## src/rtl/tbm_pkg.sv

```systemverilog
// Shared types for the bit test-and-modify unit.
// Assumes: at most eight sequencer states; the operation select is one bit.
package tbm_pkg;

    typedef enum logic [2:0] {
        ST_IDLE,   // waiting for start
        ST_RDL,    // read strobe, low byte address
        ST_RDH,    // read strobe, high byte address (wide only)
        ST_CAP,    // capture last returned byte
        ST_CMP,    // update the zero flag
        ST_WRL,    // write low byte
        ST_WRH,    // write high byte (wide only)
        ST_FIN     // done pulse
    } tbm_state_e;

    typedef enum logic {
        OP_CLEAR = 1'b0,
        OP_SET   = 1'b1
    } tbm_op_e;

endpackage

```

## src/rtl/tbm_ctrl.sv

```systemverilog
// Sequencer for the read-compute-write pass of the bit test-and-modify unit.
// Assumes: memory read data returns one cycle after the read strobe;
// narrow_i is the value latched with the request, stable while busy.
module tbm_ctrl
    import tbm_pkg::*;
(
    input  logic clk,
    input  logic rst_n,
    input  logic start_i,
    input  logic narrow_i,
    output logic load_o,
    output logic busy_o,
    output logic done_o,
    output logic rd_o,
    output logic wr_o,
    output logic sel_hi_o,
    output logic cap_lo_o,
    output logic cap_hi_o,
    output logic upd_z_o
);

    tbm_state_e state_q, state_d;
    logic [1:0] wr_cnt_q;

    // Next-state selection for the access sequence.
    always_comb begin
        state_d = state_q;
        unique case (state_q)
            ST_IDLE: if (start_i) state_d = ST_RDL;
            ST_RDL:  state_d = narrow_i ? ST_CAP : ST_RDH;
            ST_RDH:  state_d = ST_CAP;
            ST_CAP:  state_d = ST_CMP;
            ST_CMP:  state_d = ST_WRL;
            ST_WRL:  state_d = narrow_i ? ST_FIN : ST_WRH;
            ST_WRH:  state_d = ST_FIN;
            ST_FIN:  state_d = ST_IDLE;
            default: state_d = ST_IDLE;
        endcase
    end

    // State register with synchronous active-low reset.
    always_ff @(posedge clk) begin
        if (!rst_n) state_q <= ST_IDLE;
        else        state_q <= state_d;
    end

    // Decode strobes and capture enables from the current state.
    always_comb begin
        load_o   = (state_q == ST_IDLE) && start_i;
        busy_o   = (state_q != ST_IDLE);
        done_o   = (state_q == ST_FIN);
        rd_o     = (state_q == ST_RDL) || (state_q == ST_RDH);
        wr_o     = (state_q == ST_WRL) || (state_q == ST_WRH);
        sel_hi_o = (state_q == ST_RDH) || (state_q == ST_WRH);
        cap_lo_o = (state_q == ST_RDH) || ((state_q == ST_CAP) && narrow_i);
        cap_hi_o = (state_q == ST_CAP) && !narrow_i;
        upd_z_o  = (state_q == ST_CMP);
    end

    // Count write strobes of the current operation for the write-count check.
    always_ff @(posedge clk) begin
        if (!rst_n)      wr_cnt_q <= '0;
        else if (load_o) wr_cnt_q <= '0;
        else if (wr_o)   wr_cnt_q <= wr_cnt_q + 2'd1;
    end

    // done lasts exactly one cycle.
    a_r7_done_pulse: assert property (@(posedge clk) disable iff (!rst_n)
        done_o |=> !done_o);

    // done only appears inside a busy window.
    a_r7_done_in_busy: assert property (@(posedge clk) disable iff (!rst_n)
        done_o |-> busy_o);

    // each operation ends with one write per byte of its width.
    a_r8_write_count: assert property (@(posedge clk) disable iff (!rst_n)
        done_o |-> (wr_cnt_q == (narrow_i ? 2'd1 : 2'd2)));

    // no memory strobe while idle.
    a_r9_idle_quiet: assert property (@(posedge clk) disable iff (!rst_n)
        !busy_o |-> (!rd_o && !wr_o));

endmodule

```

## src/rtl/tbm_opreg.sv

```systemverilog
// Request latch and operand capture for the bit test-and-modify unit.
// Latches address, operation, width and mask on load; in narrow mode the
// mask lanes above the first are forced to zero. Each byte lane captures
// returned read data on its own enable.
// Assumes: load_i and the capture enables are never high together.
module tbm_opreg
    import tbm_pkg::*;
#(
    parameter int AW = 16,
    parameter int DW = 8,
    parameter int NB = 2
) (
    input  logic             clk,
    input  logic             rst_n,
    input  logic             load_i,
    input  logic             busy_i,
    input  logic [AW-1:0]    addr_i,
    input  logic [NB*DW-1:0] mask_i,
    input  logic             op_set_i,
    input  logic             narrow_i,
    input  logic [NB-1:0]    cap_i,
    input  logic [DW-1:0]    rdata_i,
    output logic [AW-1:0]    base_o,
    output tbm_op_e          op_o,
    output logic             narrow_o,
    output logic [NB*DW-1:0] mask_o,
    output logic [NB*DW-1:0] opnd_o
);

    logic [AW-1:0] base_q;
    tbm_op_e       op_q;
    logic          narrow_q;
    logic [DW-1:0] opnd_q [NB];
    logic [DW-1:0] mask_q [NB];

    // Latch the request fields when a new operation is accepted.
    always_ff @(posedge clk) begin
        if (!rst_n) begin
            base_q   <= '0;
            op_q     <= OP_CLEAR;
            narrow_q <= 1'b0;
        end else if (load_i) begin
            base_q   <= addr_i;
            op_q     <= op_set_i ? OP_SET : OP_CLEAR;
            narrow_q <= narrow_i;
        end
    end

    for (genvar k = 0; k < NB; k++) begin : g_lane
        // Per-lane mask latch and operand byte capture.
        always_ff @(posedge clk) begin
            if (!rst_n) begin
                opnd_q[k] <= '0;
                mask_q[k] <= '0;
            end else if (load_i) begin
                opnd_q[k] <= '0;
                mask_q[k] <= (narrow_i && (k != 0)) ? '0 : mask_i[k*DW +: DW];
            end else if (cap_i[k]) begin
                opnd_q[k] <= rdata_i;
            end
        end
        assign opnd_o[k*DW +: DW] = opnd_q[k];
        assign mask_o[k*DW +: DW] = mask_q[k];
    end

    assign base_o   = base_q;
    assign op_o     = op_q;
    assign narrow_o = narrow_q;

    // the latched address cannot move while an operation runs.
    a_r10_base_held: assert property (@(posedge clk) disable iff (!rst_n)
        busy_i |=> $stable(base_q));

    // a narrow request never carries mask bits above the first lane.
    a_r4_narrow_mask: assert property (@(posedge clk) disable iff (!rst_n)
        (busy_i && narrow_q) |-> (mask_q[NB-1] == '0));

endmodule

```

## src/rtl/tbm_alu.sv

```systemverilog
// Combinational test-and-modify datapath: zero test of operand AND mask,
// and the clear (operand AND NOT mask) or set (operand OR mask) result.
// Assumes: inputs are registered values held stable during the write phase.
module tbm_alu
    import tbm_pkg::*;
#(
    parameter int W = 16
) (
    input  logic [W-1:0] opnd_i,
    input  logic [W-1:0] mask_i,
    input  tbm_op_e      op_i,
    output logic [W-1:0] result_o,
    output logic         zero_o
);

    // Test the original value and form the write-back value.
    always_comb begin
        zero_o   = ((opnd_i & mask_i) == '0);
        result_o = (op_i == OP_SET) ? (opnd_i | mask_i) : (opnd_i & ~mask_i);
    end

endmodule

```

## src/rtl/tbm_unit.sv

```systemverilog
// Top of the bit test-and-modify unit. Reads an 8- or 16-bit operand byte
// by byte, records whether mask AND operand was zero, then writes back the
// operand with the masked bits cleared or set.
// Assumes: a synchronous byte memory with one-cycle read latency; the
// address for the high byte wraps modulo 2^AW.
module tbm_unit
    import tbm_pkg::*;
#(
    parameter int AW = 16,
    parameter int DW = 8
) (
    input  logic          clk,
    input  logic          rst_n,
    input  logic          start,
    input  logic          op_set,
    input  logic          narrow,
    input  logic [2*DW-1:0] mask,
    input  logic [AW-1:0] addr,
    output logic          busy,
    output logic          done,
    output logic          zero,
    output logic [AW-1:0] mem_addr,
    output logic          mem_rd,
    output logic          mem_wr,
    output logic [DW-1:0] mem_wdata,
    input  logic [DW-1:0] mem_rdata
);

    localparam int NB  = 2;
    localparam int OPW = NB * DW;

    logic            load, sel_hi, cap_lo, cap_hi, upd_z;
    logic [AW-1:0]   base;
    tbm_op_e         op_q;
    logic            narrow_q;
    logic [OPW-1:0]  mask_q, opnd, result;
    logic            alu_zero, zero_q;
    logic [DW-1:0]   wr_mask_byte;

    tbm_ctrl u_ctrl (
        .clk      (clk),
        .rst_n    (rst_n),
        .start_i  (start),
        .narrow_i (narrow_q),
        .load_o   (load),
        .busy_o   (busy),
        .done_o   (done),
        .rd_o     (mem_rd),
        .wr_o     (mem_wr),
        .sel_hi_o (sel_hi),
        .cap_lo_o (cap_lo),
        .cap_hi_o (cap_hi),
        .upd_z_o  (upd_z)
    );

    tbm_opreg #(.AW(AW), .DW(DW), .NB(NB)) u_opreg (
        .clk      (clk),
        .rst_n    (rst_n),
        .load_i   (load),
        .busy_i   (busy),
        .addr_i   (addr),
        .mask_i   (mask),
        .op_set_i (op_set),
        .narrow_i (narrow),
        .cap_i    ({cap_hi, cap_lo}),
        .rdata_i  (mem_rdata),
        .base_o   (base),
        .op_o     (op_q),
        .narrow_o (narrow_q),
        .mask_o   (mask_q),
        .opnd_o   (opnd)
    );

    tbm_alu #(.W(OPW)) u_alu (
        .opnd_i   (opnd),
        .mask_i   (mask_q),
        .op_i     (op_q),
        .result_o (result),
        .zero_o   (alu_zero)
    );

    // Hold the zero flag between operations; update it in the compute step.
    always_ff @(posedge clk) begin
        if (!rst_n)     zero_q <= 1'b0;
        else if (upd_z) zero_q <= alu_zero;
    end

    // Steer the byte address, write data and the mask byte for the checks.
    always_comb begin
        mem_addr     = sel_hi ? base + AW'(1) : base;
        mem_wdata    = sel_hi ? result[OPW-1 -: DW] : result[DW-1:0];
        wr_mask_byte = sel_hi ? mask_q[OPW-1 -: DW] : mask_q[DW-1:0];
    end

    assign zero = zero_q;

    // a clear write carries no bit that the mask selects.
    a_r2_clear_bits: assert property (@(posedge clk) disable iff (!rst_n)
        (mem_wr && op_q == OP_CLEAR) |-> ((mem_wdata & wr_mask_byte) == '0));

    // a set write carries every bit that the mask selects.
    a_r3_set_bits: assert property (@(posedge clk) disable iff (!rst_n)
        (mem_wr && op_q == OP_SET) |-> ((mem_wdata & wr_mask_byte) == wr_mask_byte));

    // the high byte is written right after the low byte.
    a_r5_hi_after_lo: assert property (@(posedge clk) disable iff (!rst_n)
        (mem_wr && sel_hi) |-> ($past(mem_wr) && !$past(sel_hi)));

    // narrow operations never touch the next address.
    a_r4_no_hi_access: assert property (@(posedge clk) disable iff (!rst_n)
        narrow_q |-> !((mem_rd || mem_wr) && sel_hi));

endmodule

```

## config.mk

```make
export PLATFORM = sky130hd
export DESIGN_NAME = tbm_unit
export DESIGN_NICKNAME = d
export VERILOG_FILES = /design/src/rtl/tbm_pkg.sv /design/src/rtl/tbm_ctrl.sv /design/src/rtl/tbm_opreg.sv /design/src/rtl/tbm_alu.sv /design/src/rtl/tbm_unit.sv
export SDC_FILE = /design/constraint.sdc
export NUM_CORES = 1
export LEC_CHECK = 0
export BUFFER_PORTS_ARGS = -buffer_cell sky130_fd_sc_hd__buf_2
export CAP_MARGIN = 40
export CORE_MARGIN = 5
export CORE_UTILIZATION = 40
export CTS_CLUSTER_DIAMETER = 80
export CTS_CLUSTER_SIZE = 12
export DETAILED_ROUTE_END_ITERATION = 8
export PLACE_DENSITY = 0.65
export SLEW_MARGIN = 10
export SYNTH_ARGS = -nofsm -noshare
export SYNTH_HDL_FRONTEND = slang
export SYNTH_HIERARCHICAL = 1
export SYNTH_SLANG_ARGS = --single-unit
export TNS_END_PERCENT = 5
```

## constraint.sdc

```tcl
create_clock -name clk -period 2.1 [get_ports clk]
set_input_delay 0.315 -clock clk [delete_from_list [all_inputs] [get_ports clk]]
set_output_delay 0.315 -clock clk [all_outputs]
set_load 0.02 [all_outputs]
```

==> flow_summary.ini, run 1 <==
[status]
status = finished, violations left
violations = negative setup slack

[floorplanning]
core_area_um2 = 7176
die_h_um = 95.57
die_area_um2 = 9134
rows = 31
initial_core_util = 0.4082
dieWidth_um = 95.57
pin_count = 74

[timing]
post-route-period-util = 1.016
worst_slew_pin_slew_ns = 0.5556
fin_skew_ns = 0.01403
fmax_mhz = 468.6
fin_ws_ns = -0.03404
relSlewSlack = 0.6291
hold_viol_final = 0
fin_crit_ns = 2.134
finalMaxSlewViolations = 0
setup_viol = 1
rsz0062_at_grt = yes

[routing]
wire_per_inst_um = 15.82
antenna_left = 0
routed_wl_mm = 6.865
viasPerCell = 4.995
vias = 2168
drtIter0Drc = 85
drc_errors = 0
dr.pass1.iters = 4

[grt]
grt_pass1_vias = 2173
grt_pass1_wl_mm = 10.67
track_usage = 0.1523
grt_antenna_before_repair = 0
grt.overflow.total = 0
grt_max_degree = 22

[min_path]
whs_path_depth = 3
hold_path.class = in -> reg
hold_end = u_opreg/base_o[6]
hold_start = addr[6]

[clock_tree]
clk_latency_ns = 0.31
hold_buffers = 0
clk_pin_slew_ns = 0.10
clockRootBuffer = clkbuf_8
cts_tree = done
numCtsBuffers = 5
htreeDepth = 2
clock_path_buffers = 2
cts_sinks = 54

[layout]
fillers = 648
final_cell_mix = 67 x buf_2, 32 x edfxtp_1, 26 x and2_1
layout_commonest_cell = buf_2
post_route_cells_drive_above_1_share = 0.4418
postLayoutCoreUtil = 0.5168
nets = 385
syn_to_final_growth_pct = 26.61
antenna_cells = 0
final_cells = 434

[synthesis]
syn_area_per_cell_um2 = 11.81
synth_cell_type_count = 33
yosys-top-cells-area = edfxtp_1 33%, dfxtp_1 15%, mux2_2 9.6%
ys_seq_area_frac = 0.4784
syn_area_um2 = 2929
synth-seq-cells = 54
synth_cells = 248
synthesis.nets = 299
yosysTopAreaCell = edfxtp_1
synth_top_area_share = 0.3281
ys_warn_count = 6

[pwr]
p_total_w = 0.003833
power_per_cell_area_nw_per_um2 = 1034
cellLeakagePower_nw = 1.663
peakVddDrop_mv = 0.6098

[setup_path]
required_ns = 1.78
rrSetupSlack_ns = 0.14
path_class = reg -> out
arrival_ns = 1.82
worstReg2RegEnd = u_opreg/opnd_q[1][4]
worst_setup_path_end_kind = output port
start_kind = flop
r2r.worst_path.cells = 8
critPathLaunch = u_ctrl/state_q[0]
r2r-start = u_ctrl/state_q[0]
crit_path_max_fanout = 4

[placed_design]
dp.cells = 420
place.detailed.hpwl_mm = 5.153
post-place-ws_ns = 0.09210
port_buffers = 73
gp_congestion = 0.8622

[run]
cap_viol_max_count = 0
-- metrics by stage --
step	TNS (ns)	area (um^2)	hold slack (ns)
2_1_floorplan	0	2937	0.4432
3_3_place_gp	0	3443	0.4983
3_5_place_dp	0	3443	0.5091
4_1_cts	-0.03345	3606	0.2550
5_1_grt	-0.4486	3709	0.2661
6_report	-0.03404	3709	0.2683
-- cell type report --
| cell class | instances | area, um^2 | share of cell area |
|---|---|---|---|
| multi-input cells | 180 | 1560 | 0.4207 |
| flip-flops and latches | 54 | 1411 | 0.3806 |
| repair buffers | 89 | 500.5 | 0.1350 |
| well taps | 99 | 123.9 | 0.03340 |
| clock buffers | 5 | 68.82 | 0.01856 |
| clock inverters | 3 | 26.28 | 0.007085 |
| inverters | 4 | 17.52 | 0.004723 |
-- sequential cells by signal (all words and copies together), names as in the netlist --
name	cells
u_ctrl/state_q	3
u_opreg/base_o	16
u_opreg/mask_q	16
u_opreg/narrow_o	1
u_opreg/op_o	1
u_opreg/opnd_q	16
zero	1
-- report_power, final --
group / total [W] / switching (W) / internal (W) / leakage, nW
sequential: 0.00169 / 0.000250 / 0.00144 / 0.527
combinational: 0.00156 / 0.000816 / 0.000744 / 1.09
clock: 0.000588 / 0.000347 / 0.000241 / 0.0483
-- routing by layer --
metal | track usage | share of wire | vias to the layer above | wire length, um
met5 | 0 | 0 | - | 0
met1 | 0.2015 | 0.46 | 1046 | 3125
met3 | 0.02684 | 0.038 | 6 | 262
met2 | 0.2559 | 0.49 | 45 | 3392
li1 | - | - | 1071 | -
met4 | 0.04028 | 0.012 | 0 | 85
-- logic make-up after synthesis --
logic type	Yosys count	synth area share
xor gates and xnor gates	15	0.04485
and+or+nand+nor	101	0.2132
AOI/OAI and AO/OA	13	0.04784
buffers and inverters	14	0.02563
DFF	54	0.4784
adders and majority gates	6	0.02563
muxes	45	0.1645
-- synth_stat cells --
| cell type | instances |
|---|---|
| edfxtp_1 | 32 |
| and2_1 | 26 |
| mux2_2 | 25 |
| dfxtp_1 | 22 |
| mux2i_1 | 20 |
| nor2b_1 | 20 |
| xor2_1 | 11 |
| nor2_1 | 10 |
| and3_1 | 9 |
| nand4_1 | 9 |
| nand2_1 | 7 |
| ha_1 | 6 |
| a221oi_2 | 5 |
| nor4_1 | 5 |
| a22o_1 | 4 |
| buf_2 | 4 |
| inv_1 | 4 |
| xnor2_1 | 4 |
| and3b_1 | 3 |
| nand2b_1 | 3 |
| nor3_1 | 3 |
| a21oi_1 | 2 |
| buf_4 | 2 |
| clkbuf_2 | 2 |
| or2_1 | 2 |
| a211oi_1 | 1 |
| a211oi_2 | 1 |
| and4_1 | 1 |
| buf_6 | 1 |
| clkbuf_1 | 1 |
| nand4_4 | 1 |
| nor3b_1 | 1 |
| nor3b_4 | 1 |
-- timing repair --
action                                  CTS  global route
pin swaps                                 5            10
endpoints found under the setup margin   15            10
buffers inserted                          0             6
gates resized for setup                  16            14
-- critical path: stages (launching register included) --
cell	delay (ns)
dfxtp_2	0.36
inv_4	0.08
ha_4	0.17
nand4_1	0.24
nor4_2	0.33
xor2_1	0.19
buf_4	0.16
-- worst max path at each step --
| stage | end | slack, ns | depth (start not counted) |
|---|---|---|---|
| 3_3_place_gp | mem_addr[14] | 0.16 | 6 |
| 3_5_place_dp | mem_addr[15] | 0.09 | 6 |
| 6_report | mem_addr[14] | -0.03 | 6 |
| 5_1_grt | mem_addr[14] | -0.13 | 6 |
| 2_1_floorplan | u_opreg/opnd_q[0][0] | 0.06 | 7 |
| 4_1_cts | mem_addr[10] | -0.02 | 6 |
Note: power is estimated with default switching activity, not from simulation.
==> run 2, diff against run 1 <==
--- a/config.mk
+++ b/config.mk
@@ -12,10 +12,9 @@
 export CTS_CLUSTER_DIAMETER = 80
 export CTS_CLUSTER_SIZE = 12
 export DETAILED_ROUTE_END_ITERATION = 8
-export PLACE_DENSITY = 0.65
+export PLACE_DENSITY = 0.66
 export SLEW_MARGIN = 10
 export SYNTH_ARGS = -nofsm -noshare
 export SYNTH_HDL_FRONTEND = slang
-export SYNTH_HIERARCHICAL = 1
 export SYNTH_SLANG_ARGS = --single-unit
 export TNS_END_PERCENT = 5
==> run 2 against run 1 <==
Effect of this change:
- the flow now finishes without violations
- non-clock buffer count is 4 lower
- sequential power fell by 17%
- clock skew is 0.0069 ns lower
- setup slack gained 0.14 ns
- clock power grew 19%
- combinational power is 53% lower
- flip-flop and latch count did not move
- critical path type unchanged
- largest power group unchanged
==> flow_summary.ini, run 2 <==
[synthesis]
synth_edf_count = 32
synth_top_area_share = 0.3614
ys_warn_count = 0
synth_cell_type_count = 38
ys.flop_type = edfxtp_1
synth-seq-cells = 54
synth.most_common_cell = and2_1
yosys-top-cells-area = edfxtp_1 36%, dfxtp_1 17%, and2_1 8.2%
yosysTopAreaCell = edfxtp_1
synth_compound_gate_area_share = 0.1068
syn_area_um2 = 2659
synth_top_family_by_area = simple AND/OR/NAND/NOR gates
synth_cells = 251
synthMuxAreaShare = 0
yosys.area_share.adder = 0.004706
syn_area_per_cell_um2 = 10.59
synth-simple-area-share = 0.2706
synth_xor_area_frac = 0.05600
synthTopCellsByCount = 35 x and2_1, 32 x edfxtp_1, 32 x nand2_1
synthesis.nets = 297
synthArstFlopShare = 0
ys_seq_area_frac = 0.5271

[setup_path]
crit_chain = ha_4, nand4b_1, nor2_2, and4_4, xor2_1, buf_4
arrival_ns = 1.68
start_kind = flop
required_ns = 1.78
slowest_delay_ns = 0.38
path_class = reg -> out
worstReg2RegEnd = u_opreg.mask_q[0][7]
crit_path_max_fanout = 4
cp_slowest_cell = dfxtp_4
r2r-start = u_ctrl.state_q[0]
rrSetupSlack_ns = 0.31
r2r.worst_path.cells = 5
critical-path-top-delay-family = simple AND/OR/NAND/NOR gates
worst_setup_path_end_kind = output port
crit_buf_inv = 1
critPathLaunch = u_opreg.base_o[0]

[grt]
grt_pass1_vias = 2067
grt_antenna_before_repair = 0
grt_max_degree = 19
track_usage = 0.1520
grt.overflow.total = 0
grt_pass1_wl_mm = 10.18

[timing]
timing.hold.ws_ns = 0.2120
fin_ws_ns = 0.1063
worst_slew_pin_slew_ns = 0.5811
hold_viol_final = 0
setup_viol = 0
post-route-period-util = 0.9494
relSlewSlack = 0.6126
fin_crit_ns = 1.994
fmax_mhz = 501.6
finalMaxSlewViolations = 0
fin_skew_ns = 0.007138
rsz0062_at_grt = yes

[floorplanning]
die_h_um = 91.53
pin_count = 74
core_area_um2 = 6422
dieWidth_um = 91.53
die_area_um2 = 8378
initial_core_util = 0.4140
rows = 29

[placed_design]
port_buffers = 73
gp_congestion = 0.7984
dp.cells = 397
place.detailed.hpwl_mm = 4.678
post-place-ws_ns = 0.2411

[routing]
antenna_left = 0
dr.pass1.iters = 4
wire_per_inst_um = 15.43
drc_errors = 0
drtIter0Drc = 149
routed_wl_mm = 6.312
vias = 2137
viasPerCell = 5.225

[clock_tree]
cts_tree = done
cts_sinks = 54
clock_path_buffers = 2
clk_latency_ns = 0.30
numCtsBuffers = 5
clockRootBuffer = clkbuf_8
clk_pin_slew_ns = 0.10
htreeDepth = 2
hold_buffers = 0

[layout]
nets = 377
layout_commonest_cell = buf_2
multiInputGateArea_um2 = 1190
postLayoutCoreUtil = 0.5124
seq_area_um2 = 1419
post_route_cells_drive_above_1_share = 0.3464
fillers = 600
final_cell_mix = 71 x buf_2, 35 x and2_1, 32 x nand2_1, 32 x edfxtp_1, 23 x nor3_1
syn_to_final_growth_pct = 23.76
antenna_cells = 0
final_cells = 409

[pwr]
p_total_w = 0.002833
peakVddDrop_mv = 0.5541
power_per_cell_area_nw_per_um2 = 861.0
cellLeakagePower_nw = 1.486

[run]
cap_viol_max_count = 0

[min_path]
hold_end = u_opreg.base_o[10]
hold_start = addr[10]
hold_path.class = in -> reg
whs_path_depth = 2

[status]
status = finished, final reports clean
[run 2: repair_timing]
action                     CTS  global route
gates cloned                 0             0
setup endpoints to repair   10            10
buffers inserted             1             3
pin swaps                    1             1
resized for setup            6            16
[run 2: layer usage]
layer	vias to the layer above	GRT usage	wire length (um)
met5	-	0	0
met4	0	0.05276	129
met3	12	0.03554	316
met2	75	0.2520	3034
met1	996	0.1937	2832
li1	1054	-	-
[run 2: power by group]
| group | leakage [nW] | internal (W) | switching (W) | total, W |
|---|---|---|---|---|
| clock | 0.0514 | 0.000356 | 0.000341 | 0.000697 |
| sequential | 0.530 | 0.00128 | 0.000133 | 0.00141 |
| combinational | 0.904 | 0.000298 | 0.000428 | 0.000726 |
[run 2: worst max-delay path by stage]
stage,cells after the start,to
6_report,6,mem_addr[10]
5_1_grt,5,mem_addr[13]
4_1_cts,6,mem_addr[10]
3_5_place_dp,6,mem_addr[10]
3_3_place_gp,5,mem_wdata[4]
2_1_floorplan,5,mem_addr[10]
[run 2: worst reg2reg max path, stage by stage (launching register included)]
cell and delay, ns:
dfxtp_2 0.35, buf_4 0.17, nor3_2 0.20, and3_1 0.47
buf_4 0.29, and2_1 0.17
[run 2: cells by family after synthesis]
logic type	Yosys count
adder cells (fa/ha/maj)	1
flip-flops	54
buffers and inverters	16
XOR/XNOR	17
AND/OR/NAND/NOR	125
AO/OA/AOI/OAI	38
[run 2: layout make-up]
type / instances / area share
Inverter: 4 / 0.004563
Sequential cell: 54 / 0.4312
Tap cell: 77 / 0.02928
Timing Repair Buffer: 85 / 0.1399
Clock buffer: 6 / 0.02205
Clock inverter: 2 / 0.01141
Multi-Input combinational cell: 181 / 0.3616
[run 2: per-stage QoR]
stage / area, um^2 / TNS, ns
floorplan: 2659 / 0
global placement: 3103 / 0
detailed placement: 3103 / 0
CTS: 3231 / 0
global route: 3291 / -0.04084
finish: 3291 / 0
==> run 3, diff against run 2 <==
--- a/config.mk
+++ b/config.mk
@@ -5,6 +5,7 @@
 export SDC_FILE = /design/constraint.sdc
 export NUM_CORES = 1
 export LEC_CHECK = 0
+export ABC_AREA = 1
 export BUFFER_PORTS_ARGS = -buffer_cell sky130_fd_sc_hd__buf_2
 export CAP_MARGIN = 40
 export CORE_MARGIN = 5
@@ -13,6 +14,7 @@
 export CTS_CLUSTER_SIZE = 12
 export DETAILED_ROUTE_END_ITERATION = 8
 export PLACE_DENSITY = 0.66
+export SKIP_LAST_GASP = 1
 export SLEW_MARGIN = 10
 export SYNTH_ARGS = -nofsm -noshare
 export SYNTH_HDL_FRONTEND = slang
==> run 3 against run 2 <==
Effect of this change:
- largest power group unchanged
- first-iteration DRC count fell by 26%
- combinational power fell by 13%
- sequential power fell by 4%
- critical endpoint is now mem_addr[8]
- setup slack got worse by 0.017 ns
- non-clock buffer count fell by 7
- flip-flop and latch count did not move
- die area rose by 4.5%
==> flow_summary.ini, run 3 <==
[setup_path]
crit_path_max_fanout = 4
slowest_delay_ns = 0.38
r2r-start = u_ctrl.state_q[0]
required_ns = 1.78
r2r.worst_path.cells = 4
start_kind = flop
worstReg2RegEnd = u_opreg.opnd_q[1][5]
path_class = reg -> out
cp_slowest_cell = dfxtp_1
crit_chain = ha_1, nand4_1, nor3_1, xor2_1, buf_2
worst_setup_path_end_kind = output port
arrival_ns = 1.70
rrSetupSlack_ns = 0.53

[timing]
worst_slew_pin_slew_ns = 0.3523
finalMaxSlewViolations = 0
fin_skew_ns = 0.008241
fin_crit_ns = 2.011
setup_viol = 0
rsz0062_at_grt = yes
relSlewSlack = 0.7645
fmax_mhz = 497.3
tns_ns = 0
hold_viol_final = 0
post-route-period-util = 0.9575

[layout]
fillers = 687
postLayoutCoreUtil = 0.4983
antenna_cells = 0
layout_commonest_cell = nand2_1
design_area_um2 = 3386
nets = 488
seq_area_um2 = 1403
syn_to_final_growth_pct = 21.24
post_route_cells_drive_above_1_share = 0.2235
final_cell_mix = 91 x nand2_1, 73 x buf_2, 68 x inv_1
multiInputGateArea_um2 = 1085

[clock_tree]
clock_path_buffers = 2
htreeDepth = 2
hold_buffers = 0
numCtsBuffers = 5
cts_sinks = 54
clk_pin_slew_ns = 0.11
clockRootBuffer = clkbuf_8
clk_latency_ns = 0.32
post_cts_buffers = 0
cts_tree = done

[synthesis]
synth_edf_count = 32
synth_cells = 365
ys_warn_count = 0
synth_top_area_share = 0.3441
yosysTopAreaCell = edfxtp_1
syn_area_um2 = 2793
synth.most_common_cell = nand2_1
yosys-top-cells-area = edfxtp_1 34%, dfxtp_1 16%, nand2_1 12%
synthTopCellsByCount = 91 x nand2_1, 68 x inv_1, 65 x nor2_1
synthArstFlopShare = 0
synth-seq-cells = 54
ys_seq_area_frac = 0.5018
ys.flop_type = edfxtp_1
synth_cell_type_count = 25
synthesis.nets = 411
syn_area_per_cell_um2 = 7.651

[grt]
grt_antenna_before_repair = 1
track_usage = 0.1591
grt.overflow.total = 0
grt_pass1_vias = 2395
grt_pass1_wl_mm = 10.91
grt_max_degree = 22

[routing]
routed_wl_mm = 6.576
vias = 2448
dr.pass1.iters = 4
viasPerCell = 4.542
antenna_left = 0
drtIter0Drc = 110
drc_errors = 0
wire_per_inst_um = 12.20

[pwr]
cellLeakagePower_nw = 1.703
power_per_cell_area_nw_per_um2 = 770.0
peakVddDrop_mv = 0.3955

[placed_design]
place.detailed.hpwl_mm = 5.225
gp_congestion = 0.8560
dpl_cell_area_um2 = 3276
port_buffers = 73

[status]
status = finished, final reports clean

[floorplanning]
pin_count = 74
core_area_um2 = 6794
die_area_um2 = 8753
rows = 30
initial_core_util = 0.4110
die_h_um = 93.56
dieWidth_um = 93.56

[min_path]
whs_path_depth = 3
hold_start = addr[9]
hold_end = u_opreg.base_o[9]
hold_path.class = in -> reg

[run]
cap_viol_max_count = 0
run 3: changes by cell type after synthesis, moves of 5 or more:
cell     before  now
a22o_1       19    0
nand2_1      32   91
and2_1       35    0
o22ai_1       0   21
nor2_1        6   65
inv_1         4   68
nor3_1       24    3
xnor2_1       9    0
a21oi_1       9    0
o21ai_0       3   15
and3_1        5    0
run 3: worst max path at each step:
stage,from,endpoint,slack (ns)
after floorplan,u_opreg.base_o[1],mem_addr[10],0.49
after global placement,u_opreg.base_o[1],mem_addr[10],0.42
after detailed placement,u_ctrl.state_q[1],mem_addr[9],0.41
after CTS,u_ctrl.state_q[1],mem_addr[9],0.03
after global routing,u_opreg.base_o[1],mem_addr[8],-0.06
final,u_opreg.base_o[1],mem_addr[8],0.09
run 3: metrics by stage:
step	hold WS, ns	instances	setup slack [ns]	total power [W]
3_3_place_gp	0.4805	531	0.4168	0.002001
3_5_place_dp	0.4939	531	0.4061	0.002009
2_1_floorplan	0.4603	365	0.4881	0.001771
4_1_cts	0.2360	539	0.03011	0.002622
5_1_grt	0.2377	539	-0.05692	0.002761
6_report	0.2404	539	0.08926	0.002607
run 3: logic make-up (layout without fill, tap and decap cells):
| logic type | count (synthesis) | count (layout) | synth area share |
|---|---|---|---|
| fa+ha+maj | 1 | 1 | 0.004480 |
| flops | 54 | 54 | 0.5018 |
| simple gates | 180 | 180 | 0.2679 |
| xor+xnor | 11 | 11 | 0.03450 |
| buf+inv | 81 | 159 | 0.1125 |
| compound gates | 38 | 38 | 0.07885 |
run 3: critical path, delay by kind of cell, from the launching register on:
family | cells | cell delay, ns
adders and majority gates | 1 | 0.20
buffers and inverters | 1 | 0.19
xor gates and xnor gates | 1 | 0.19
and+or+nand+nor | 2 | 0.41
DFF | 1 | 0.38
run 3: power by group:
group	total (W)	switching (W)	leakage, nW	internal, W
clock	0.000625	0.000377	0.0502	0.000248
sequential	0.00135	0.0000944	0.525	0.00125
combinational	0.000633	0.000411	1.13	0.000222
total	0.00261	0.000883	1.70	0.00172
run 3: cell type report:
class / instances / area share
Inverter: 73 / 0.08204
Clock inverter: 3 / 0.008500
Timing Repair Buffer: 78 / 0.1190
Clock buffer: 5 / 0.02033
Multi-Input combinational cell: 230 / 0.3204
Sequential cell: 54 / 0.4143
Tap cell: 96 / 0.03548
run 3: what timing repair did:
action	CTS	global route
setup endpoints to repair	0	13
gates resized for setup	0	4
hold endpoints to repair	0	0
run 3: per-layer routing:
layer / wire length, um / track usage
met5: 7 / 0
met4: 78 / 0.04332
met3: 490 / 0.04988
met2: 3170 / 0.2656
met1: 2829 / 0.1986
